--- src/rtl/gpmx_pkg.sv ---
package gpmx_pkg;

  // register byte offsets (decoded by software, so they are fixed)
  localparam int OFS_DIR    = 'h00;
  localparam int OFS_OSEL_L = 'h04;
  localparam int OFS_OSEL_H = 'h08;
  localparam int OFS_ISA_L  = 'h0C;
  localparam int OFS_ISA_H  = 'h10;
  localparam int OFS_ISB_L  = 'h14;
  localparam int OFS_ISB_H  = 'h18;
  localparam int OFS_DATA   = 'h1C;
  localparam int OFS_OWN    = 'h20;
  localparam int OFS_STAT   = 'h24;
  localparam int OFS_ALT    = 'h38;
  localparam int OFS_PULL   = 'h40;

  typedef enum logic [1:0] {
    OSEL_SRC_A = 2'b00,
    OSEL_SRC_B = 2'b01,
    OSEL_SRC_C = 2'b10,
    OSEL_DATA  = 2'b11
  } osel_e;

  typedef enum logic [1:0] {
    ISEL_PAD  = 2'b00,
    ISEL_IRQ  = 2'b01,
    ISEL_ZERO = 2'b10,
    ISEL_ONE  = 2'b11
  } isel_e;

  function automatic logic offset_known(input int a);
    case (a)
      OFS_DIR, OFS_OSEL_L, OFS_OSEL_H, OFS_ISA_L, OFS_ISA_H,
      OFS_ISB_L, OFS_ISB_H, OFS_DATA, OFS_OWN, OFS_STAT,
      OFS_ALT, OFS_PULL: return 1'b1;
      default:           return 1'b0;
    endcase
  endfunction

  function automatic logic pick_out(input logic [1:0] s, input logic a,
                                    input logic b, input logic c,
                                    input logic d);
    case (osel_e'(s))
      OSEL_SRC_A: return a;
      OSEL_SRC_B: return b;
      OSEL_SRC_C: return c;
      default:    return d;
    endcase
  endfunction

  function automatic logic pick_in(input logic [1:0] s, input logic pad,
                                   input logic irq);
    case (isel_e'(s))
      ISEL_PAD:  return pad;
      ISEL_IRQ:  return irq;
      ISEL_ZERO: return 1'b0;
      default:   return 1'b1;
    endcase
  endfunction

endpackage

--- src/rtl/gpmx_sync.sv ---
module gpmx_sync #(
  parameter int WIDTH  = 32,
  parameter int STAGES = 2
) (
  input  logic             clk,
  input  logic             rst,
  input  logic [WIDTH-1:0] async_i,
  output logic [WIDTH-1:0] sync_o
);

  logic [WIDTH-1:0] stage_q [STAGES];

  always_ff @(posedge clk) begin
    if (rst) begin
      for (int s = 0; s < STAGES; s++) stage_q[s] <= '0;
    end else begin
      stage_q[0] <= async_i;
      for (int s = 1; s < STAGES; s++) stage_q[s] <= stage_q[s-1];
    end
  end

  assign sync_o = stage_q[STAGES-1];

endmodule

--- src/rtl/gpmx_regs.sv ---
module gpmx_regs
  import gpmx_pkg::*;
#(
  parameter int NPINS  = 32,
  parameter int ADDR_W = 8,
  localparam int CFG_W = 2 * NPINS
) (
  input  logic              clk,
  input  logic              rst,
  input  logic              wr_en_i,
  input  logic              rd_en_i,
  input  logic [ADDR_W-1:0] addr_i,
  input  logic [NPINS-1:0]  wdata_i,
  input  logic [NPINS-1:0]  pad_sync_i,
  output logic [NPINS-1:0]  rdata_o,
  output logic [NPINS-1:0]  dir_o,
  output logic [NPINS-1:0]  data_o,
  output logic [NPINS-1:0]  own_o,
  output logic [NPINS-1:0]  alt_o,
  output logic [NPINS-1:0]  pull_o,
  output logic [CFG_W-1:0]  osel_o,
  output logic [CFG_W-1:0]  isa_o,
  output logic [CFG_W-1:0]  isb_o
);

  logic [NPINS-1:0] dir_q, data_q, own_q, alt_q, pull_q;
  logic [CFG_W-1:0] osel_q, isa_q, isb_q;
  logic [NPINS-1:0] rd_mux;
  int               a_int;

  assign a_int = int'(addr_i);

  always_ff @(posedge clk) begin
    if (rst) begin
      dir_q  <= '0;
      data_q <= '0;
      own_q  <= '0;
      alt_q  <= '0;
      pull_q <= '0;
      osel_q <= '0;
      isa_q  <= '0;
      isb_q  <= '0;
    end else if (wr_en_i) begin
      case (a_int)
        OFS_DIR:    dir_q                <= wdata_i;
        OFS_DATA:   data_q               <= wdata_i;
        OFS_OWN:    own_q                <= wdata_i;
        OFS_ALT:    alt_q                <= wdata_i;
        OFS_PULL:   pull_q               <= wdata_i;
        OFS_OSEL_L: osel_q[NPINS-1:0]     <= wdata_i;
        OFS_OSEL_H: osel_q[CFG_W-1:NPINS] <= wdata_i;
        OFS_ISA_L:  isa_q[NPINS-1:0]      <= wdata_i;
        OFS_ISA_H:  isa_q[CFG_W-1:NPINS]  <= wdata_i;
        OFS_ISB_L:  isb_q[NPINS-1:0]      <= wdata_i;
        OFS_ISB_H:  isb_q[CFG_W-1:NPINS]  <= wdata_i;
        default: ;
      endcase
    end
  end

  always_comb begin
    case (a_int)
      OFS_DIR:    rd_mux = dir_q;
      OFS_DATA:   rd_mux = data_q;
      OFS_OWN:    rd_mux = own_q;
      OFS_ALT:    rd_mux = alt_q;
      OFS_PULL:   rd_mux = pull_q;
      OFS_STAT:   rd_mux = pad_sync_i;
      OFS_OSEL_L: rd_mux = osel_q[NPINS-1:0];
      OFS_OSEL_H: rd_mux = osel_q[CFG_W-1:NPINS];
      OFS_ISA_L:  rd_mux = isa_q[NPINS-1:0];
      OFS_ISA_H:  rd_mux = isa_q[CFG_W-1:NPINS];
      OFS_ISB_L:  rd_mux = isb_q[NPINS-1:0];
      OFS_ISB_H:  rd_mux = isb_q[CFG_W-1:NPINS];
      default:    rd_mux = '0;
    endcase
  end

  always_ff @(posedge clk) begin
    if (rst)          rdata_o <= '0;
    else if (rd_en_i) rdata_o <= rd_mux;
  end

  assign dir_o  = dir_q;
  assign data_o = data_q;
  assign own_o  = own_q;
  assign alt_o  = alt_q;
  assign pull_o = pull_q;
  assign osel_o = osel_q;
  assign isa_o  = isa_q;
  assign isb_o  = isb_q;

  // reset clears every register and the read port
  p_reset_clear_r1: assert property (@(posedge clk)
    rst |=> (dir_q == '0 && own_q == '0 && alt_q == '0 && pull_q == '0 &&
             osel_q == '0 && isa_q == '0 && isb_q == '0 && rdata_o == '0));

  // a write to the direction offset lands at the next edge
  p_write_dir_r2: assert property (@(posedge clk) disable iff (rst)
    (wr_en_i && a_int == OFS_DIR) |=> dir_q == $past(wdata_i));

  // a write to the ownership offset lands at the next edge
  p_write_own_r2: assert property (@(posedge clk) disable iff (rst)
    (wr_en_i && a_int == OFS_OWN) |=> own_q == $past(wdata_i));

  // unmapped offsets read as zero
  p_unmapped_zero_r3: assert property (@(posedge clk) disable iff (rst)
    (rd_en_i && !offset_known(a_int)) |=> rdata_o == '0);

  // unmapped writes leave the pull-up mask alone
  p_unmapped_keep_r3: assert property (@(posedge clk) disable iff (rst)
    (wr_en_i && !offset_known(a_int)) |=> $stable(pull_q));

endmodule

--- src/rtl/gpmx_route.sv ---
module gpmx_route
  import gpmx_pkg::*;
#(
  parameter int NPINS = 32,
  localparam int CFG_W = 2 * NPINS
) (
  input  logic             clk,
  input  logic             rst,
  input  logic [NPINS-1:0] own_i,
  input  logic [NPINS-1:0] alt_i,
  input  logic [NPINS-1:0] dir_i,
  input  logic [NPINS-1:0] data_i,
  input  logic [CFG_W-1:0] osel_i,
  input  logic [CFG_W-1:0] isa_i,
  input  logic [CFG_W-1:0] isb_i,
  input  logic [NPINS-1:0] pad_sync_i,
  input  logic [NPINS-1:0] irq_i,
  input  logic [NPINS-1:0] pri_out_i,
  input  logic [NPINS-1:0] pri_oe_i,
  input  logic [NPINS-1:0] alt_out_i,
  input  logic [NPINS-1:0] alt_oe_i,
  input  logic [NPINS-1:0] src_a_i,
  input  logic [NPINS-1:0] src_b_i,
  input  logic [NPINS-1:0] src_c_i,
  output logic [NPINS-1:0] pad_out_o,
  output logic [NPINS-1:0] pad_oe_o,
  output logic [NPINS-1:0] in_a_o,
  output logic [NPINS-1:0] in_b_o
);

  logic [NPINS-1:0] out_d, oe_d, ina_d, inb_d;

  for (genvar i = 0; i < NPINS; i++) begin : g_pin
    logic gpio_val;
    logic per_val;
    logic per_oe;

    assign gpio_val = pick_out(osel_i[2*i +: 2], src_a_i[i], src_b_i[i],
                               src_c_i[i], data_i[i]);
    assign per_val  = alt_i[i] ? alt_out_i[i] : pri_out_i[i];
    assign per_oe   = alt_i[i] ? alt_oe_i[i]  : pri_oe_i[i];

    assign out_d[i] = own_i[i] ? gpio_val : per_val;
    assign oe_d[i]  = own_i[i] ? dir_i[i] : per_oe;
    assign ina_d[i] = pick_in(isa_i[2*i +: 2], pad_sync_i[i], irq_i[i]);
    assign inb_d[i] = pick_in(isb_i[2*i +: 2], pad_sync_i[i], irq_i[i]);
  end

  always_ff @(posedge clk) begin
    if (rst) begin
      pad_out_o <= '0;
      pad_oe_o  <= '0;
      in_a_o    <= '0;
      in_b_o    <= '0;
    end else begin
      pad_out_o <= out_d;
      pad_oe_o  <= oe_d;
      in_a_o    <= ina_d;
      in_b_o    <= inb_d;
    end
  end

  // a port fully on its primary function follows it one edge later
  p_primary_follow_r4: assert property (@(posedge clk) disable iff (rst)
    (own_i == '0 && alt_i == '0) |=>
      (pad_out_o == $past(pri_out_i) && pad_oe_o == $past(pri_oe_i)));

  // a port fully on its alternate function follows it
  p_alternate_follow_r4: assert property (@(posedge clk) disable iff (rst)
    (own_i == '0 && alt_i == '1) |=> pad_out_o == $past(alt_out_i));

  // in GPIO ownership the enable tracks the direction register
  p_gpio_oe_r6: assert property (@(posedge clk) disable iff (rst)
    (own_i == '1) |=> pad_oe_o == $past(dir_i));

  // all A-side fields at code 11 give an all-ones bus
  p_force_one_r7: assert property (@(posedge clk) disable iff (rst)
    (isa_i == '1) |=> in_a_o == '1);

  // all B-side fields at code 10 give an all-zero bus
  p_force_zero_r7: assert property (@(posedge clk) disable iff (rst)
    (isb_i == {NPINS{2'b10}}) |=> in_b_o == '0);

endmodule

--- src/rtl/gpio_pinmux.sv ---
module gpio_pinmux
  import gpmx_pkg::*;
#(
  parameter int NPINS  = 32,
  parameter int ADDR_W = 8,
  parameter int SYNC_N = 2
) (
  input  logic              clk,
  input  logic              rst,
  input  logic              wr_en,
  input  logic              rd_en,
  input  logic [ADDR_W-1:0] addr,
  input  logic [NPINS-1:0]  wdata,
  output logic [NPINS-1:0]  rdata,
  input  logic [NPINS-1:0]  pad_in,
  output logic [NPINS-1:0]  pad_out,
  output logic [NPINS-1:0]  pad_oe,
  output logic [NPINS-1:0]  pad_pu,
  input  logic [NPINS-1:0]  pri_out,
  input  logic [NPINS-1:0]  pri_oe,
  input  logic [NPINS-1:0]  alt_out,
  input  logic [NPINS-1:0]  alt_oe,
  input  logic [NPINS-1:0]  src_a,
  input  logic [NPINS-1:0]  src_b,
  input  logic [NPINS-1:0]  src_c,
  input  logic [NPINS-1:0]  irq_stat,
  output logic [NPINS-1:0]  pin_in_a,
  output logic [NPINS-1:0]  pin_in_b
);

  localparam int CFG_W = 2 * NPINS;

  logic [NPINS-1:0] pad_sync;
  logic [NPINS-1:0] dir_r, data_r, own_r, alt_r, pull_r;
  logic [CFG_W-1:0] osel_r, isa_r, isb_r;

  gpmx_sync #(.WIDTH(NPINS), .STAGES(SYNC_N)) u_sync (
    .clk     (clk),
    .rst     (rst),
    .async_i (pad_in),
    .sync_o  (pad_sync)
  );

  gpmx_regs #(.NPINS(NPINS), .ADDR_W(ADDR_W)) u_regs (
    .clk        (clk),
    .rst        (rst),
    .wr_en_i    (wr_en),
    .rd_en_i    (rd_en),
    .addr_i     (addr),
    .wdata_i    (wdata),
    .pad_sync_i (pad_sync),
    .rdata_o    (rdata),
    .dir_o      (dir_r),
    .data_o     (data_r),
    .own_o      (own_r),
    .alt_o      (alt_r),
    .pull_o     (pull_r),
    .osel_o     (osel_r),
    .isa_o      (isa_r),
    .isb_o      (isb_r)
  );

  gpmx_route #(.NPINS(NPINS)) u_route (
    .clk        (clk),
    .rst        (rst),
    .own_i      (own_r),
    .alt_i      (alt_r),
    .dir_i      (dir_r),
    .data_i     (data_r),
    .osel_i     (osel_r),
    .isa_i      (isa_r),
    .isb_i      (isb_r),
    .pad_sync_i (pad_sync),
    .irq_i      (irq_stat),
    .pri_out_i  (pri_out),
    .pri_oe_i   (pri_oe),
    .alt_out_i  (alt_out),
    .alt_oe_i   (alt_oe),
    .src_a_i    (src_a),
    .src_b_i    (src_b),
    .src_c_i    (src_c),
    .pad_out_o  (pad_out),
    .pad_oe_o   (pad_oe),
    .in_a_o     (pin_in_a),
    .in_b_o     (pin_in_b)
  );

  assign pad_pu = pull_r;

  // pull-up requests always mirror the mask after reset
  p_pull_mirror_r8: assert property (@(posedge clk) disable iff (rst)
    (wr_en && int'(addr) == OFS_PULL) |=> pad_pu == $past(wdata));

endmodule

--- config.mk ---
export PLATFORM = sky130hd
export DESIGN_NAME = gpio_pinmux
export DESIGN_NICKNAME = d
export VERILOG_FILES = /design/src/rtl/gpmx_pkg.sv /design/src/rtl/gpmx_sync.sv /design/src/rtl/gpmx_regs.sv /design/src/rtl/gpmx_route.sv /design/src/rtl/gpio_pinmux.sv
export SDC_FILE = /design/constraint.sdc
export NUM_CORES = 1
export LEC_CHECK = 0
export BUFFER_PORTS_ARGS = -buffer_cell sky130_fd_sc_hd__buf_2
export CAP_MARGIN = 20
export CORE_ASPECT_RATIO = 1.1
export CORE_MARGIN = 4
export CORE_UTILIZATION = 50
export CTS_CLUSTER_SIZE = 14
export DETAILED_ROUTE_END_ITERATION = 12
export GPL_TIMING_DRIVEN = 0
export PLACE_DENSITY = 0.76
export SYNTH_ARGS = -nofsm -noshare
export SYNTH_HDL_FRONTEND = slang
export SYNTH_SLANG_ARGS = --single-unit
--- constraint.sdc ---
create_clock -name clk -period 5.6 [get_ports clk]
set_clock_uncertainty 0.2 [all_clocks]
set_input_delay 0.56 -clock clk [delete_from_list [all_inputs] [get_ports clk]]
set_output_delay 0.56 -clock clk [all_outputs]
set_load 0.02 [all_outputs]
== Word level (Yosys, flattened, before mapping) ==
Memory sizes are Yosys's and may differ from the RTL's.
Cells that the tools add are included.

* RAM bits: 64
* Memories kept: 1
* Output and inout port bits: 192
* Input port bits: 332
* Register bits after elaboration: 512
* Logic and storage cells: 560

{| class="wikitable"
|+ Memory list
! name !! words !! width !! rd ports !! clocked after memory_dff !! wr ports !! line !! text
|-
| u_sync.stage_q || 2 || 32 || 2 || 0 || 2 || gpmx_sync.sv:11 || <nowiki>logic [WIDTH-1:0] stage_q [STAGES];</nowiki>
|}

* Mux-type cells: 230
* Bitwise gates (word level): 2
* Reduce and logical (&&, ||, !) cells: 108
* Equal/unequal tests: 203

{| class="wikitable"
|+ Operators with widths
! cell !! number
|-
| $pmux 32 s12 || 1
|-
| $pmux 1 s3 || 96
|-
| $eq 2x1->1 const B || 96
|-
| $eq 2x2->1 const B || 96
|-
| $logic_not 2->1 || 96
|-
| $mux 1 || 131
|-
| $mux 32 || 2
|-
| $eq 8x5->1 const B || 4
|-
| $logic_not 32->1 || 1
|-
| $eq 8x6->1 const B || 3
|-
| $reduce_and 2->1 || 11
|-
| $eq 8x4->1 const B || 2
|-
| $eq 8x3->1 const B || 1
|-
| $eq 8x7->1 const B || 1
|-
| $or 1x1->1 || 2
|}

== Depth between registers and ports, before layout ==
Gate-level depths: netlist of run 1.

* Word-level depth: 3
* Depth in mapped cells: 9
* Mapped depth without buffers: 5

== Modules after synthesis ==
From an unflattened synthesis of run 1, not the netlist that was laid out.

* Cell total of the unflattened synthesis: 3018
* Area, all modules: 25090.3 sq um

{| class="wikitable"
|+ Modules (own cells, without submodules)
! module !! cells an instance !! instances !! seq. area each (sq um) !! area an instance (sq um)
|-
| gpmx_regs || 2134 || 1 || 7687.4 || 16620.9
|-
| gpmx_route || 717 || 1 || 2562.5 || 6311.1
|-
| gpmx_sync || 167 || 1 || 1281.2 || 2158.3
|}

== Worst setup path after synthesis of run 1 ==
No wires, ideal clock.

* Kind: input-to-reg
* From: in addr[4]
* To: reg u_regs.rdata_o[1]
* Required time: 5.283 ns
* Arrival: 2.008 ns
* Library setup time: 0.117 ns
* Slack: 3.276 ns
* Cell stages on the path: 7
* Path buffers: 2
* Path through: buf_4 and4bb_4 and2_4 buf_6 o2bb2ai_1 or4_1 a22o_1

* Longest elaborated chain between the ends: 2
* Elaborated cells on any way between the ends: 13
* Classes of those cells: 11 x eq/ne; 1 x mux; 1 x reduce/logical

{| class="wikitable"
|+ RTL lines
! what !! line !! text
|-
| start, declared || gpio_pinmux.sv:12 || <nowiki>input logic [ADDR_W-1:0] addr,</nowiki>
|-
| $logic_not 32->1, or another cell as far along || gpmx_regs.sv:62 || <nowiki>case (a_int)</nowiki>
|-
| $pmux 32 s12 * || gpmx_regs.sv:62 ||
|-
| end signal, assigned || gpmx_regs.sv:81 || <nowiki>else if (rd_en_i) rdata_o <= rd_mux;</nowiki>
|-
| end, declared || gpmx_regs.sv:15 || <nowiki>output logic [NPINS-1:0] rdata_o,</nowiki>
|}

Every way passes the cells marked *; elsewhere a longest branch is shown, timed or not.
A chain may end at the register's enable or synchronous reset.

== Worst setup path after layout of run 1 ==
* From: in addr[4]
* To: reg u_regs.rdata_o[16]

Same word-level chain as after synthesis.

==> results of run 1 <==
[per-stage QoR]
stage	hold WS (ns)	setup slack [ns]	total power [W]	utilization	area (um^2)
4_1_cts	0.0145	2.63	0.00896	0.634	30500
3_3_place_gp	0.215	2.01	0.00499	0.579	27900
5_1_grt	0.0361	2.34	0.00918	0.635	30500
2_1_floorplan	0.214	3.28	0.00460	-	24500
6_report	0.0295	2.44	0.00903	0.635	30600
3_5_place_dp	0.220	2.01	0.00500	0.580	27900
[cells by family (layout without fill, tap and decap cells)]
logic type	count (synthesis)	count (layout)	synth area share
simple gates	1155	1155	0.208
other cells	0	8	0
flops	576	576	0.471
compound gates	762	762	0.180
buf+inv	237	926	0.0426
mux	194	194	0.0990
[sequential cells by signal, summed over array words and instances (netlist names), 64 cells and up]
name            count
u_regs.isb_o       64
u_sync.stage_q     64
u_regs.osel_o      64
u_regs.isa_o       64
[where the power goes]
| part | internal [W] | switching [W] |
|---|---|---|
| Combinational | 0.000268 | 0.000524 |
| Clock | 0.00229 | 0.00175 |
| Sequential | 0.00416 | 0.0000378 |
[metal layers]
metal  wire length, um  track usage  vias to the layer above  share of wire
met5                27            0                        -        0.00021
met4              9850        0.281                        4          0.075
met3             17800        0.144                      516           0.14
met2             54600        0.696                     2216           0.42
met1             48300        0.613                    12800           0.37
li1                  -            -                    11400              -
[cell type report]
cell class              count  area, um^2
flip-flops and latches    576       11500
clock buffers              74        1590
repair buffers            585        3290
fillers                  4203       17600
diodes                      8        20.0
inverters                  11        41.3
multi-input cells        2111       11900
well taps                 645         807
plain buffers             226        1000
clock inverters            30         353
[synthesized netlist by cell type, types with 10 or more instances]
cell type	instances	area share
a22o_1	12	0.0043
clkbuf_1	145	0.022
nor2_1	179	0.027
a211oi_1	17	0.0052
o22ai_1	28	0.0072
o21ai_0	80	0.016
buf_2	63	0.013
nand2_1	761	0.12
buf_4	10	0.0031
a21oi_1	492	0.10
nand3_1	27	0.0055
inv_1	10	0.0015
nor2b_1	73	0.019
mux2_2	25	0.011
mux2i_1	133	0.054
or3b_2	59	0.021
a221oi_1	12	0.0043
mux4_2	36	0.033
a22oi_1	67	0.021
nor3_1	14	0.0029
dfxtp_1	576	0.47
[path summary, 6_finish.rpt]
path / cells past startpoint / slack, ns / start / endpoint
worst min-delay path: 3 / 0.03 / wdata[1] / u_regs.own_o[1]$_SDFFE_PP0P_
worst max-delay path: 8 / 2.44 / addr[4] / u_regs.rdata_o[16]$_SDFFE_PP0P_
worst min register to register: 1 / 0.23 / u_sync.stage_q[0][20]$_SDFF_PP0_ / u_sync.stage_q[0][52]$_SDFF_PP0_
worst max register to register: 5 / 3.25 / u_regs.osel_o[12]$_SDFFE_PP0P_ / u_regs.rdata_o[12]$_SDFFE_PP0P_
[worst max-delay path, stage by stage]
cell,delay (ns)
buf_2,0.11
buf_4,0.20
nor2b_1,0.49
clkbuf_1,0.93
a22oi_1,0.41
o21ai_0,0.41
a22oi_1,0.12
a211oi_1,0.26
[placed cells by master, fill, tap and decap left out, drive strengths merged, types with 27 or more instances in the layout]
master | Yosys | final
nand2 | 761 | 761
buf | 81 | 603
dfxtp | 576 | 576
a21oi | 492 | 492
clkbuf | 145 | 219
nor2 | 183 | 183
mux2i | 133 | 133
o21ai | 80 | 80
nor2b | 73 | 73
a22oi | 67 | 67
dlygate4sd3 | 0 | 63
or3b | 59 | 59
mux4 | 36 | 36
o22ai | 28 | 28
nand3 | 27 | 27
==> metrics.csv, run 1 <==
metric;value;unit
Clock Sink Count;576;
Total Routing Usage GR;0.473;
final wirelength;131000;um
mapped cell area;0.0245;mm^2
worst skew pair latency;0.64;ns
Hold Path Class;input port to flop;
# port buffers;517;
DRT Pass-1 Iters;6;
clock root buffer;clkbuf_16;
share of layout cells above drive strength 1;0.232;
Post-DP HPWL;102000;um
CP Capture Type;flop;
highest clock rate;0.316;GHz
CTS tree;yes;
Yosys cell types;63;
CP max FO;11;
Final Cycle Share;0.565;
largest net degree at the start of global routing;16;
clock buffer depth;3;
Cell Count, Final, Fillers Out;4266;
syn nets;3256;
Primary FF master, synth;dfxtp_1;
Die H;240;um
num rows;84;
setup violators final;0;
via/cell ratio;6.31;
Crit path arrival time;3.52;ns
Max-slew headroom;0.154;
Hold Buf Count CTS;63;
TritonCTS buffer count;57;
Core Area;0.0481;mm^2
post-layout net count;3900;
Syn-to-layout area delta;24.8;%
maxcap violations;0;
die area;0.0526;mm^2
DR vias;26900;
Worst VDD drop;0.000277;V
gp weighted congestion;1.06;
I/O pin count;524;
Cells after Synth;2924;
DRC Markers;0;
Synth Register Bits;576;
Post-CTS Resized;0;
sequential area share after synthesis;0.471;
initial antenna violation count;10;
YS warnings;0;
Crit Path Class;input port to flop;
pwr dens;296;mW/mm^2
Post-CTS Setup Bufs;0;
syn avg cell area;8.38;um^2
Die Width;219;um
Hold Fails Final Rpt;0;
Cells after DPL;4089;
status;finished, final reports clean;
first-pass GRT wire length;177000;um
Final Critical Period;3.16;ns
Iter 0 DRT Violations;4035;
CTS H-tree depth;2;
CP required;5.96;ns
fin. max-slew vios;0;
leakage power;11.5;nW
Total Neg Setup Slack;0;ns
async set-reset flop share out of synthesis;0;
Reg clk slew, reported paths;0.07;ns
Starting Density;0.509;
RSZ-0062 raised after global routing;false;
GRT Residual Overflow;0;
nature of the critical path startpoint;input port;
WL per Instance;30.6;um
Least-Margin Pin Slew;1.27;ns
vias in the first global route;24500;
Post-synth EDFFs;0;
Detail Route Antenna Nets;0;
Power figures use the tool's default switching activity.
==> run 2: changes to the inputs <==
Settings changed: CORE_UTILIZATION 50 to 49, PLACE_DENSITY 0.76 to 0.78.
Clock period 5.6 ns to 2.6 ns, I/O delays scaled along.
==> metrics.csv, run 2 (same netlist as run 1, synthesis figures left out) <==
metric;value;unit
clock buffer depth;3;
pwr dens;614;mW/mm^2
Starting Density;0.497;
Max stage delay on crit path;1.00;ns
vias in the first global route;26500;
CTS H-tree depth;2;
Iter 0 DRT Violations;4703;
maxcap violations;0;
Die Width;221;um
first-pass GRT wire length;190000;um
Syn-to-layout area delta;32.2;%
setup violators final;5;
clock root buffer;clkbuf_16;
register share of total power;0.454;
Storage cell area;0.0115;mm^2
Clock Sink Count;576;
CP max FO;10;
nature of the critical path startpoint;input port;
Hold Fails Final Rpt;0;
Total Routing Usage GR;0.483;
Internal Pwr Total;0.0148;W
Final Cycle Share;1.01;
GRT Residual Overflow;0;
worst skew pair latency;0.64;ns
WL per Instance;30.8;um
die area;0.0536;mm^2
CP required;2.86;ns
fin util;0.658;
initial antenna violation count;14;
Reg clk slew, reported paths;0.07;ns
CTS tree;yes;
Clk network pwr share;0.447;
Final Critical Period;2.62;ns
RSZ-0062 raised after global routing;false;
Sw Pwr;0.00506;W
via/cell ratio;6.35;
Max-slew headroom;0.134;
Post-DP HPWL;101000;um
Least-Margin Pin Slew;1.30;ns
I/O pin count;524;
Cell Count, Final, Fillers Out;4450;
status;finished, violations left;
worst setup margin;-0.0193;ns
gp weighted congestion;1.05;
Post-CTS Setup Bufs;0;
# port buffers;517;
commonest non-fill, non-tap cell in the layout;nand2_1;
Cells after DPL;4095;
TritonCTS buffer count;57;
final wirelength;137000;um
CP Capture Type;flop;
most frequent cells in the layout;nand2_1 (761), buf_2 (581), dfxtp_1 (572);
Comb power frac;0.099;
leakage power;12.2;nW
largest net degree at the start of global routing;15;
Detail Route Antenna Nets;0;
Crit Path Class;input port to flop;
failing checks;setup timing;
worst-path cell chain;clkbuf_1 -> clkbuf_1 -> clkbuf_1 -> clkbuf_1 -> nor2_1;
Die H;242;um
area of the multi-input gates;0.0119;mm^2
Total Neg Setup Slack;-0.0599;ns
total power;0.0199;W
highest clock rate;0.382;GHz
DRC Markers;0;
Top cell by count, worst path;clkbuf_1;
Worst VDD drop;0.000593;V
share of layout cells above drive strength 1;0.223;
DRT Pass-1 Iters;7;
Crit path arrival time;2.88;ns
Hold Path Class;input port to flop;
num rows;85;
Hold WS;0.0451;ns
Core Area;0.0492;mm^2
FILL cells;3974;
post-layout net count;4079;
crit path max-delay cell type;clkbuf_1;
Net Sw Frac;0.255;
fin. max-slew vios;0;
DR vias;28200;
## run 2: cell types whose count changed in the layout (fill, tap and decap cells not counted), moves of 2 or more
cell and delta:
clkbuf_1 -3, clkbuf_2 +4, clkbuf_8 +4, clkinv_2 -6, clkinvlp_4 +2, dfxtp_1 -4
dfxtp_2 +4, dlygate4sd3_1 +181, inv_6 -2
## run 2: per-layer routing
metal	GRT usage	share of wire
met2	0.731	0.42
met5	0	0.00079
met4	0.310	0.084
met1	0.601	0.35
met3	0.144	0.14
## run 2: metrics by stage
stage	setup WS, ns	cell area, um^2
2_1_floorplan	0.576	24500
3_3_place_gp	-0.785	27900
3_5_place_dp	-0.774	27900
4_1_cts	0.0778	32300
5_1_grt	0.0114	32400
6_report	-0.0193	32400
## run 2: final timing paths
| kind | to | slack, ns | start | depth (start not counted) |
|---|---|---|---|---|
| hold / removal | u_route.pad_out_o[7]$_SDFF_PP0_ | 0.05 | src_c[7] | 4 |
| setup / recovery | u_route.pad_out_o[2]$_SDFF_PP0_ | -0.02 | rst | 5 |
| setup reg to reg | u_route.pad_out_o[27]$_SDFF_PP0_ | 0.06 | u_regs.alt_o[27]$_SDFFE_PP0P_ | 6 |
| hold reg to reg | u_sync.stage_q[0][50]$_SDFF_PP0_ | 0.23 | u_sync.stage_q[0][18]$_SDFF_PP0_ | 1 |
## run 2: worst max-delay path, delay by kind of cell
family	cells	cell delay, ns
buffers and inverters	4	2.50
AND/OR/NAND/NOR	1	0.12
## run 2: layout make-up
class,instances,area share
timing repair buffer,764,0.156
multi-input combinational,2111,0.368
clock inverter,24,0.0101
inverter,11,0.00128
antenna,7,0.000541
tap,652,0.0252
sequential,576,0.356
clock buffer,79,0.0510
buffer,226,0.0311
## run 2: repair_timing
action | in CTS | in global routing
hold endpoints to repair | 196 | 0
pin swaps | 0 | 0
resized for setup | 4 | 8
hold buffers | 244 | 0
endpoints found under the setup margin | 3 | 28
## run 2: power groups by stage
stage	logic (W)	registers [W]	clock network, W
final	0.00197	0.00903	0.00889
after global routing	0.00199	0.00903	0.00915
after CTS	0.00183	0.00902	0.00879
after detailed placement	0.00154	0.00922	0
after global placement	0.00153	0.00922	0
after floorplan	0.000608	0.00929	0
